## config.mk

```make
export PLATFORM = sky130hd
export DESIGN_NAME = rm_rate_match
export DESIGN_NICKNAME = d
export VERILOG_FILES = /design/src/rtl/rm_pkg.sv /design/src/rtl/rm_idle_detect.sv /design/src/rtl/rm_col_store.sv /design/src/rtl/rm_level_ctl.sv /design/src/rtl/rm_rate_match.sv
export SDC_FILE = /design/constraint.sdc
export NUM_CORES = 1
export LEC_CHECK = 0
export ABC_AREA = 1
export BUFFER_PORTS_ARGS = -buffer_cell sky130_fd_sc_hd__buf_2
export CAP_MARGIN = 10
export CELL_PAD_IN_SITES_DETAIL_PLACEMENT = 1
export CELL_PAD_IN_SITES_GLOBAL_PLACEMENT = 1
export CORE_MARGIN = 5
export CORE_UTILIZATION = 43
export DETAILED_ROUTE_END_ITERATION = 10
export PLACE_DENSITY_LB_ADDON = 0.1
export SLEW_MARGIN = 30
export SYNTH_ARGS = -nofsm -noshare
export SYNTH_HDL_FRONTEND = slang
export SYNTH_SLANG_ARGS = --single-unit
```

## constraint.sdc

```tcl
create_clock -name clk -period 19 [get_ports clk]
set_clock_uncertainty 0.15 [all_clocks]
set_input_delay 0.95 -clock clk [delete_from_list [all_inputs] [get_ports clk]]
set_output_delay 0.95 -clock clk [all_outputs]
set_load 0.1 [all_outputs]
```

## src/rtl/rm_pkg.sv

```systemverilog
package rm_pkg;
  parameter int LANES  = 4;
  parameter int BYTE_W = 8;
  localparam int COL_W = LANES * BYTE_W;

  typedef struct packed {
    logic [LANES-1:0] ctl;
    logic [COL_W-1:0] dat;
  } col_t;

  function automatic col_t idle_col(input logic [BYTE_W-1:0] code);
    col_t c;
    c.ctl = '1;
    c.dat = {LANES{code}};
    return c;
  endfunction
endpackage

```

## src/rtl/rm_idle_detect.sv

```systemverilog
module rm_idle_detect import rm_pkg::*; #(
  parameter logic [BYTE_W-1:0] IDLE_CODE = 8'h1C
) (
  input  col_t col,
  output logic is_idle
);
  logic [LANES-1:0] lane_idle;

  for (genvar g = 0; g < LANES; g++) begin : g_lane
    assign lane_idle[g] = col.ctl[g] && (col.dat[g*BYTE_W +: BYTE_W] == IDLE_CODE);
  end

  assign is_idle = &lane_idle;
endmodule

```

## src/rtl/rm_col_store.sv

```systemverilog
module rm_col_store import rm_pkg::*; #(
  parameter int DEPTH = 16,
  parameter logic [BYTE_W-1:0] IDLE_CODE = 8'h1C,
  localparam int PTR_W = $clog2(DEPTH)
) (
  input  logic             clk,
  input  logic             rst_n,
  input  logic             wr_en,
  input  logic [PTR_W-1:0] wr_addr,
  input  col_t             wr_col,
  input  logic             refill,
  input  logic [PTR_W-1:0] rd_addr,
  output col_t             rd_col
);
  col_t rows_q [DEPTH];

  always_ff @(posedge clk or negedge rst_n) begin
    if (!rst_n) begin
      for (int r = 0; r < DEPTH; r++) rows_q[r] <= idle_col(IDLE_CODE);
    end else if (refill) begin
      for (int r = 0; r < DEPTH; r++) rows_q[r] <= idle_col(IDLE_CODE);
    end else if (wr_en) begin
      rows_q[wr_addr] <= wr_col;
    end
  end

  assign rd_col = rows_q[rd_addr];
endmodule

```

## src/rtl/rm_level_ctl.sv

```systemverilog
module rm_level_ctl #(
  parameter int DEPTH = 16,
  localparam int PTR_W = $clog2(DEPTH),
  localparam int CNT_W = PTR_W + 1
) (
  input  logic             clk,
  input  logic             rst_n,
  input  logic             push,
  input  logic             pop,
  output logic [PTR_W-1:0] wr_ptr,
  output logic [PTR_W-1:0] rd_ptr,
  output logic [CNT_W-1:0] fill,
  output logic             ovf,
  output logic             unf
);
  localparam logic [CNT_W-1:0] FULL_L = CNT_W'(DEPTH);
  localparam logic [CNT_W-1:0] HALF_L = CNT_W'(DEPTH / 2);
  localparam logic [PTR_W-1:0] HALF_P = PTR_W'(DEPTH / 2);

  logic [PTR_W-1:0] wr_q, wr_d, rd_q, rd_d;
  logic [CNT_W-1:0] fill_q, fill_d;

  assign unf = pop && (fill_q == '0);
  assign ovf = push && (fill_q == FULL_L) && !pop;

  always_comb begin
    wr_d   = wr_q;
    rd_d   = rd_q;
    fill_d = fill_q;
    if (ovf || unf) begin
      rd_d   = '0;
      wr_d   = HALF_P;
      fill_d = HALF_L;
    end else begin
      if (push) wr_d = wr_q + PTR_W'(1);
      if (pop)  rd_d = rd_q + PTR_W'(1);
      fill_d = fill_q + CNT_W'(push) - CNT_W'(pop);
    end
  end

  always_ff @(posedge clk or negedge rst_n) begin
    if (!rst_n) begin
      wr_q   <= HALF_P;
      rd_q   <= '0;
      fill_q <= HALF_L;
    end else begin
      wr_q   <= wr_d;
      rd_q   <= rd_d;
      fill_q <= fill_d;
    end
  end

  assign wr_ptr = wr_q;
  assign rd_ptr = rd_q;
  assign fill   = fill_q;
endmodule

```

## src/rtl/rm_rate_match.sv

```systemverilog
module rm_rate_match import rm_pkg::*; #(
  parameter int DEPTH   = 16,
  parameter int HI_MARK = 12,
  parameter int LO_MARK = 4,
  parameter logic [BYTE_W-1:0] IDLE_CODE = 8'h1C
) (
  input  logic             clk,
  input  logic             rst_n,
  input  logic             lane_locked,
  input  logic             in_wr,
  input  logic [LANES-1:0] in_ctl,
  input  logic [COL_W-1:0] in_data,
  input  logic             out_rd,
  output logic [LANES-1:0] out_ctl,
  output logic [COL_W-1:0] out_data,
  output logic             ins_pulse,
  output logic             del_pulse,
  output logic             err_sticky
);
  localparam int PTR_W = $clog2(DEPTH);
  localparam int CNT_W = PTR_W + 1;
  localparam logic [CNT_W-1:0] HI_L = CNT_W'(HI_MARK);
  localparam logic [CNT_W-1:0] LO_L = CNT_W'(LO_MARK);

  // reset synchronizer: assert async, release on clock
  logic [1:0] rsync_q;
  logic       core_rst_n;
  always_ff @(posedge clk or negedge rst_n) begin
    if (!rst_n) rsync_q <= '0;
    else        rsync_q <= {rsync_q[0], 1'b1};
  end
  assign core_rst_n = rsync_q[1];

  col_t             in_col, head_col, out_q, out_d;
  logic             in_idle, head_idle;
  logic [PTR_W-1:0] wr_ptr, rd_ptr;
  logic [CNT_W-1:0] fill;
  logic             ovf, unf, recover;
  logic             del_now, ins_now, push, pop;
  logic             del_used_q, del_used_d, ins_used_q, ins_used_d;
  logic             ins_q, del_q, err_q, err_d;

  assign in_col = '{ctl: in_ctl, dat: in_data};

  rm_idle_detect #(.IDLE_CODE(IDLE_CODE)) i_in_det (
    .col(in_col), .is_idle(in_idle)
  );
  rm_idle_detect #(.IDLE_CODE(IDLE_CODE)) i_head_det (
    .col(head_col), .is_idle(head_idle)
  );

  // rate decisions
  assign del_now = lane_locked && in_wr && in_idle && (fill > HI_L) && !del_used_q;
  assign push    = in_wr && !del_now;
  assign ins_now = lane_locked && out_rd && head_idle && (fill != '0) &&
                   (fill < LO_L) && !ins_used_q;
  assign pop     = out_rd && !ins_now;
  assign recover = ovf || unf;

  rm_level_ctl #(.DEPTH(DEPTH)) i_level (
    .clk(clk), .rst_n(core_rst_n), .push(push), .pop(pop),
    .wr_ptr(wr_ptr), .rd_ptr(rd_ptr), .fill(fill), .ovf(ovf), .unf(unf)
  );

  rm_col_store #(.DEPTH(DEPTH), .IDLE_CODE(IDLE_CODE)) i_store (
    .clk(clk), .rst_n(core_rst_n), .wr_en(push && !recover), .wr_addr(wr_ptr),
    .wr_col(in_col), .refill(recover), .rd_addr(rd_ptr), .rd_col(head_col)
  );

  always_comb begin
    out_d = out_q;
    if (out_rd) out_d = (ins_now || unf) ? idle_col(IDLE_CODE) : head_col;

    del_used_d = del_used_q;
    if (del_now)                 del_used_d = 1'b1;
    else if (in_wr && !in_idle)  del_used_d = 1'b0;

    ins_used_d = ins_used_q;
    if (ins_now)                         ins_used_d = 1'b1;
    else if (pop && !unf && !head_idle)  ins_used_d = 1'b0;

    err_d = err_q || recover;
  end

  always_ff @(posedge clk or negedge core_rst_n) begin
    if (!core_rst_n) begin
      out_q      <= idle_col(IDLE_CODE);
      del_used_q <= 1'b0;
      ins_used_q <= 1'b0;
      ins_q      <= 1'b0;
      del_q      <= 1'b0;
      err_q      <= 1'b0;
    end else begin
      out_q      <= out_d;
      del_used_q <= del_used_d;
      ins_used_q <= ins_used_d;
      ins_q      <= ins_now;
      del_q      <= del_now;
      err_q      <= err_d;
    end
  end

  assign out_ctl    = out_q.ctl;
  assign out_data   = out_q.dat;
  assign ins_pulse  = ins_q;
  assign del_pulse  = del_q;
  assign err_sticky = err_q;
endmodule

```

# Word level (Yosys, flattened, before mapping)
# Index checks and enable logic that the tools add are counted.
dict set report classes {
  addsub 4
  mux 18
  magnitude_cmp 5
  div_mod_pow 0
  shifts 0
  reduce_logical 48
  mul 0
  n_eq_ne 9
  bitwise 2
}
# cell count
set ops {}
lappend ops {{two-way mux 576 bit} 2}
lappend ops {{bitwise mux 576 bit} 1}
lappend ops {{binary-select mux 36 bit (select 4 bit)} 1}
lappend ops {{demux 36 bit (select 4 bit)} 1}
lappend ops {{two-way mux 36 bit} 4}
lappend ops {{== test 8 x 5 -> 1 bit (second input constant)} 8}
lappend ops {{logical AND 1 bit} 27}
lappend ops {{two-way mux 4 bit} 4}
lappend ops {{>= comparator 5 bit (second input constant)} 2}
lappend ops {{NOT 4 -> 5 bit} 2}
lappend ops {{nonzero test 2 bit} 5}
lappend ops {{logical NOT 1 bit} 9}
lappend ops {{adder 4 x 1 -> 4 bit (second input constant)} 2}
lappend ops {{AND reduction 4 bit} 2}
lappend ops {{adder 5 x 1 -> 5 bit} 1}
lappend ops {{== test 5 bit (second input constant)} 1}
lappend ops {{greater-than comparator 5 x 4 -> 1 bit (second input constant)} 1}
lappend ops {{logical NOT 5 bit} 1}
lappend ops {{< comparator 5 x 1 -> 1 bit (second input constant)} 1}
lappend ops {{< comparator 5 x 3 -> 1 bit (second input constant)} 1}
lappend ops {{two-way mux 5 bit} 1}
lappend ops {{nonzero test 5 bit} 1}
lappend ops {{subtractor 5 x 1 -> 5 bit} 1}
lappend ops {{two-way mux 1 bit} 4}
lappend ops {{logical OR 1 bit} 3}
dict set report totals {
  out_inout_bits 39
  latchBits 0
  register_bits 632
  romBits 0
  memories 0
  ram_bits 0
}

# Longest topological paths before layout
dict set report depth {
  word_depth 20
  mapped_depth 30
}

# Modules after synthesis
# A second synthesis with hierarchy kept.
dict set report hier_totals {
  cells_unflattened 3866
  hier_area_um2 30604.4
}
# module area_per_inst_um2 cells_each instances
set by_module_without_submodules {}
lappend by_module_without_submodules {rm_col_store 27442.6 3450 1}
lappend by_module_without_submodules {rm_rate_match 1984.4 233 1}
lappend by_module_without_submodules {rm_level_ctl 842.1 97 1}
lappend by_module_without_submodules {rm_idle_detect 167.7 43 2}

# Least setup slack after synthesis
# Ideal clock, no wire load.
dict set report synth_path {
  path_kind {input to register}
  start {input port out_rd}
  end {register i_level.fill_q[4], in the netlist i_level.fill[4]}
  t_arrival_ps 3388
  slack_ps 15339
  setup_ps 123
  stages 17
  path_cell_list {clkbuf_1 -> inv_1 -> nor4_1 -> nand3_1 -> nand2_2 -> inv_1 -> ha_1 -> inv_1 -> ha_1 -> inv_1 -> fa_1 -> nor2_1 -> nor2_1 -> nor2_1 -> nor2_1 -> xnor2_1 -> nor2_1}
}
dict set report synth_via {
  elab_chain_cells 11
  elab_cells_between_ends 13
  cone_classes {add/sub: 1; mux: 1; reduce/logical: 11}
}
# element line
set synth_lines {}
lappend synth_lines {{from (decl)} rm_rate_match.sv:13} ;# input logic out_rd,
lappend synth_lines {{logical AND 1 bit (4 in a row)} rm_rate_match.sv:55} ;# assign ins_now = lane_locked && out_rd && head_idle && (fill != '0) &&
lappend synth_lines {{logical AND 1 bit} rm_rate_match.sv:56} ;# (fill < LO_L) && !ins_used_q;
lappend synth_lines {{logical NOT 1 bit} rm_rate_match.sv:57} ;# assign pop = out_rd && !ins_now;
lappend synth_lines {{logical AND 1 bit *} rm_rate_match.sv:57}
lappend synth_lines {{parallel branches: the longest is 3 deep, another holds subtractor 5 x 1 -> 5 bit} n/a}
lappend synth_lines {{two-way mux 5 bit *} rm_level_ctl.sv:30} ;# if (ovf || unf) begin
lappend synth_lines {{net i_level.fill_d[4]} rm_level_ctl.sv:21} ;# logic [CNT_W-1:0] fill_q, fill_d;
lappend synth_lines {{to (signal assigned)} rm_level_ctl.sv:49} ;# fill_q <= fill_d;
lappend synth_lines {{to (decl)} rm_level_ctl.sv:21}
# Mark *: on every way through the listed nets, which the timed path passes.
# A chain may end at the register's enable or synchronous reset.

# Final worst setup path
dict set report layout_path {
  start {register i_level.rd_q[1], in the netlist i_level.rd_ptr[1]}
  end {register i_store.rows_q[2] (netlist bit)}
}
dict set report layout_via {
  elab_chain_cells 19
  elab_cells_between_ends 27
  cone_classes {eq/ne: 4; mux: 4; bitwise: 1; reduce/logical: 18}
}
# element line
set layout_lines {}
lappend layout_lines {{from (decl)} rm_level_ctl.sv:20} ;# logic [PTR_W-1:0] wr_q, wr_d, rd_q, rd_d;
lappend layout_lines {{from (signal assigned)} rm_level_ctl.sv:48} ;# rd_q <= rd_d;
lappend layout_lines {{NOT 4 -> 5 bit (implied by the code) *} rm_col_store.sv:27} ;# assign rd_col = rows_q[rd_addr];
lappend layout_lines {{binary-select mux 36 bit (select 4 bit) *} rm_col_store.sv:27}
lappend layout_lines {{two-way mux 36 bit (implied by the code) * (2 in a row)} rm_col_store.sv:27}
lappend layout_lines {{== test 8 x 5 -> 1 bit} rm_idle_detect.sv:10} ;# assign lane_idle[g] = col.ctl[g] && (col.dat[g*BYTE_W +: BYTE_W] == IDLE_CODE);
lappend layout_lines {{logical AND 1 bit} rm_idle_detect.sv:10}
lappend layout_lines {{AND reduction 4 bit *} rm_idle_detect.sv:13} ;# assign is_idle = &lane_idle;
lappend layout_lines {{logical AND 1 bit * (3 in a row)} rm_rate_match.sv:55}
lappend layout_lines {{logical AND 1 bit *} rm_rate_match.sv:56}
lappend layout_lines {{logical NOT 1 bit *} rm_rate_match.sv:57}
lappend layout_lines {{logical AND 1 bit *} rm_rate_match.sv:57}
lappend layout_lines {{logical NOT 1 bit} rm_level_ctl.sv:24} ;# assign ovf = push && (fill_q == FULL_L) && !pop;
lappend layout_lines {{logical AND 1 bit} rm_level_ctl.sv:24}
lappend layout_lines {{logical OR 1 bit *} rm_rate_match.sv:58} ;# assign recover = ovf || unf;
lappend layout_lines {{logical NOT 1 bit} rm_rate_match.sv:66} ;# .clk(clk), .rst_n(core_rst_n), .wr_en(push && !recover), .wr_addr(wr_ptr),
lappend layout_lines {{logical AND 1 bit} rm_rate_match.sv:66}
lappend layout_lines {{nonzero test 2 bit (no source line)} n/a}
lappend layout_lines {{to (signal, indexed assignment)} rm_col_store.sv:23} ;# rows_q[wr_addr] <= wr_col;
lappend layout_lines {{to (decl)} rm_col_store.sv:15} ;# col_t rows_q [DEPTH];
# Every way passes the cells marked *; elsewhere a longest branch is shown, timed or not. The select of a mux whose other input is x is not followed.

==> qor.yml <==
yosys_register_bits: 632
power.density_mw_per_mm2: 166.7
syn_area_sq_mm: 0.03672
hp-class: "register to async pin"
met2WireLength_microns: 69770
drcViolationCount: 0
peakVddDrop_mv: 0.1218
fin_tns_setup_ps: 0
dr.pass1.iters: 7
hold_violations: 0
maxSlewViolCount: 0
synth_compound_area_share_pct: 3.799
synth_cells: 5037
numCtsBuffers: 77
fmax_mhz: 129.2
vias_per_cell: 6.224
synth_nets: 5093
grt-ovfl-total: 0
cp-start-kind: "register"
grt_pass1_vias: 35640
cts.repair.resized: 0
layout.cells.non_filler: 5900
power_leakage_uw: 0.01954
min_period_ps: 7742
path_clk_slew_ps: 60
cp.arrival_ps: 8160
coreArea_sq_mm: 0.08501
required_ps: 19420
synth_common_cells: "1707 x nand2_1, 907 x nand4_1, 455 x nand3_1, 358 x dfrtp_1, 280 x nor2_1"
die_y_microns: 302.2
die_w_microns: 302.2
slew_headroom_pct: 24.12
async_flop_share_pct: 100.0
io_pins: 80
synth_edf_count: 0
gp_congestion: 0.9571
synth-xor-area-share_pct: 0.09540
cts_tree: "yes"
areaGrowthSynthToFinish_pct: 6.784
detail-route-antenna-nets: 0
clock-sinks: 632
status: "finished clean"
post-place-ws_ps: 11650
cts_root_buffer: "clkbuf_16"
dr.max_layer_used: "met4"
met1_length_microns: 66650
max_slew.worst_pin.slew_ps: 1138
vias: 36720
drt_iter0_markers: 3557
wl_per_cell_microns: 25.74
synth_fa_ha_area_share_pct: 0.5315
synth_cell_types: 35
whs_ps: 115.6
worstSkewPairLatency_ps: 650
nets: 4753
yosysMostFrequentCell: "nand2_1"
ys.warnings.count: 0
synth_top_family_by_area: "simple AND/OR/NAND/NOR gates"
end_kind: "register"
synth_area_per_cell_sq_um: 7.291
rsz0062_at_grt: "no"
cp_max_fo: 232
grt_pass1_wl_microns: 230500
place_inst: 5761
layout_worst_path_cycle_share_pct: 40.75
seq_area_frac_synth_pct: 44.00
synth_largest_area_cell: "dfrtp_1"
grt_start_max_net_pins: 233
clockBufferDepth: 3
synthMuxAreaShare_pct: 0
die-area_sq_mm: 0.09135
port_buffers: 79
synthTopCellsByArea: "dfrtp_1 24%, dfstp_2 20%, nand2_1 17%, nand4_1 15%, nand3_1 6.2%"
wl_met3_microns: 9680
antenna_found_initial: 1
track_usage_pct: 32.46
start_util_pct: 43.20
synthSimpleGateAreaFrac_pct: 42.84
yosysTopAreaCellShare_pct: 24.40
yosys_most_used_dff: "dfrtp_1"
drv_cap: 0
critPathKind: "register to register"
finalSetupViolations: 0
hpwl_microns: 88720
h-tree-depth: 3
rows: 107
drive_gt1_share_pct: 12.60
wirelength_microns: 151900
worst_slack_ps: 11260
utilization_pct: 46.13
-- area by class of cell --
| cell class | instances | area (sq um) |
|---|---|---|
| Fill cell | 10490 | 45800 |
| Multi-Input combinational cell | 3671 | 17470 |
| Sequential cell | 632 | 16170 |
| Clock buffer | 116 | 2243 |
| Tap cell | 1144 | 1431 |
| Timing Repair Buffer | 156 | 1111 |
| Inverter | 159 | 606.8 |
| Clock inverter | 21 | 180.2 |
| Antenna cell | 1 | 2.502 |
-- repair_timing --
item,CTS,global route
endpoints found under the hold margin,2,0
hold buffers,1,0
buffers inserted,0,0
-- sequential cells by signal (all words and copies together), names as in the netlist --
register        cells
i_level.rd_ptr      4
del_pulse           1
i_level.fill        5
out_ctl             4
out_data           32
del_used_q          1
i_store.rows_q    576
err_sticky          1
ins_used_q          1
i_level.wr_ptr      4
rsync_q             2
ins_pulse           1
-- path summary, 6_finish.rpt --
path | startpoint | endpoint | slack [ps] | cells past startpoint
worst max-delay path | i_level.rd_ptr[1] | i_store.rows_q[2] | 11260 | 20
min in group clk | rsync_q[0] | rsync_q[1] | 200 | 0
max in group asynchronous | rsync_q[1] | i_store.rows_q[333] | 15610 | 4
worst min register to register | rsync_q[1] | i_level.wr_ptr[1] | 120 | 0
worst min-delay path | rsync_q[1] | i_level.wr_ptr[1] | 120 | 0
worst max register to register | i_level.rd_ptr[1] | i_store.rows_q[2] | 11260 | 20
-- cells in the final DEF (no fill, tap or decap), drive strengths merged, types with 19 or more instances in the layout --
cell	count
a21oi	95
nor2	281
nand3	466
inv	159
dfrtp	358
o21ai	122
nand4	907
clkinv	19
clkbuf	116
nand2	1710
o211ai	26
dfstp	274
buf	155
-- cells by family after synthesis --
| logic type | Yosys count |
|---|---|
| and+or+nand+nor | 3393 |
| DFF | 632 |
| adders and majority gates | 15 |
| buffers and inverters | 734 |
| other | 1 |
| xor gates and xnor gates | 4 |
| AOI/OAI and AO/OA | 258 |
-- report_power, final --
group	internal, uW	switching, uW
combinational	720	1980
clock	819	636
sequential	2040	339
total	3580	2960
-- metrics by stage --
step           area, sq um  power (uW)
6_report             39210        6535
5_1_grt              39210        6908
4_1_cts              39190        6527
3_5_place_dp         36760        5049
3_3_place_gp         36750        4993
2_1_floorplan        36720        4148
-- metal layers --
layer | vias to the layer above | global-route usage, %
li1 | 16530 | -
met1 | 18730 | 45.70
met2 | 1232 | 51.23
met3 | 235 | 5.139
met4 | 0 | 11.08
met5 | - | 0
-- critical path: stages, from the launching register on --
cell	delay [ps]
dfrtp_2	430
inv_4	470
buf_4	780
nand2_1	540
nor2_1	210
o21ai_0	210
nand3_1	170
nor2_1	70
nor2_1	720
nand2_1	160
nor2_1	140
nand2_1	70
nor2_1	90
nand3_1	120
nand2_2	180
nand2_8	370
buf_12	450
buf_12	480
nand3_1	900
nand2_1	130
nand2_1	110
Power figures use the tool's default switching activity.
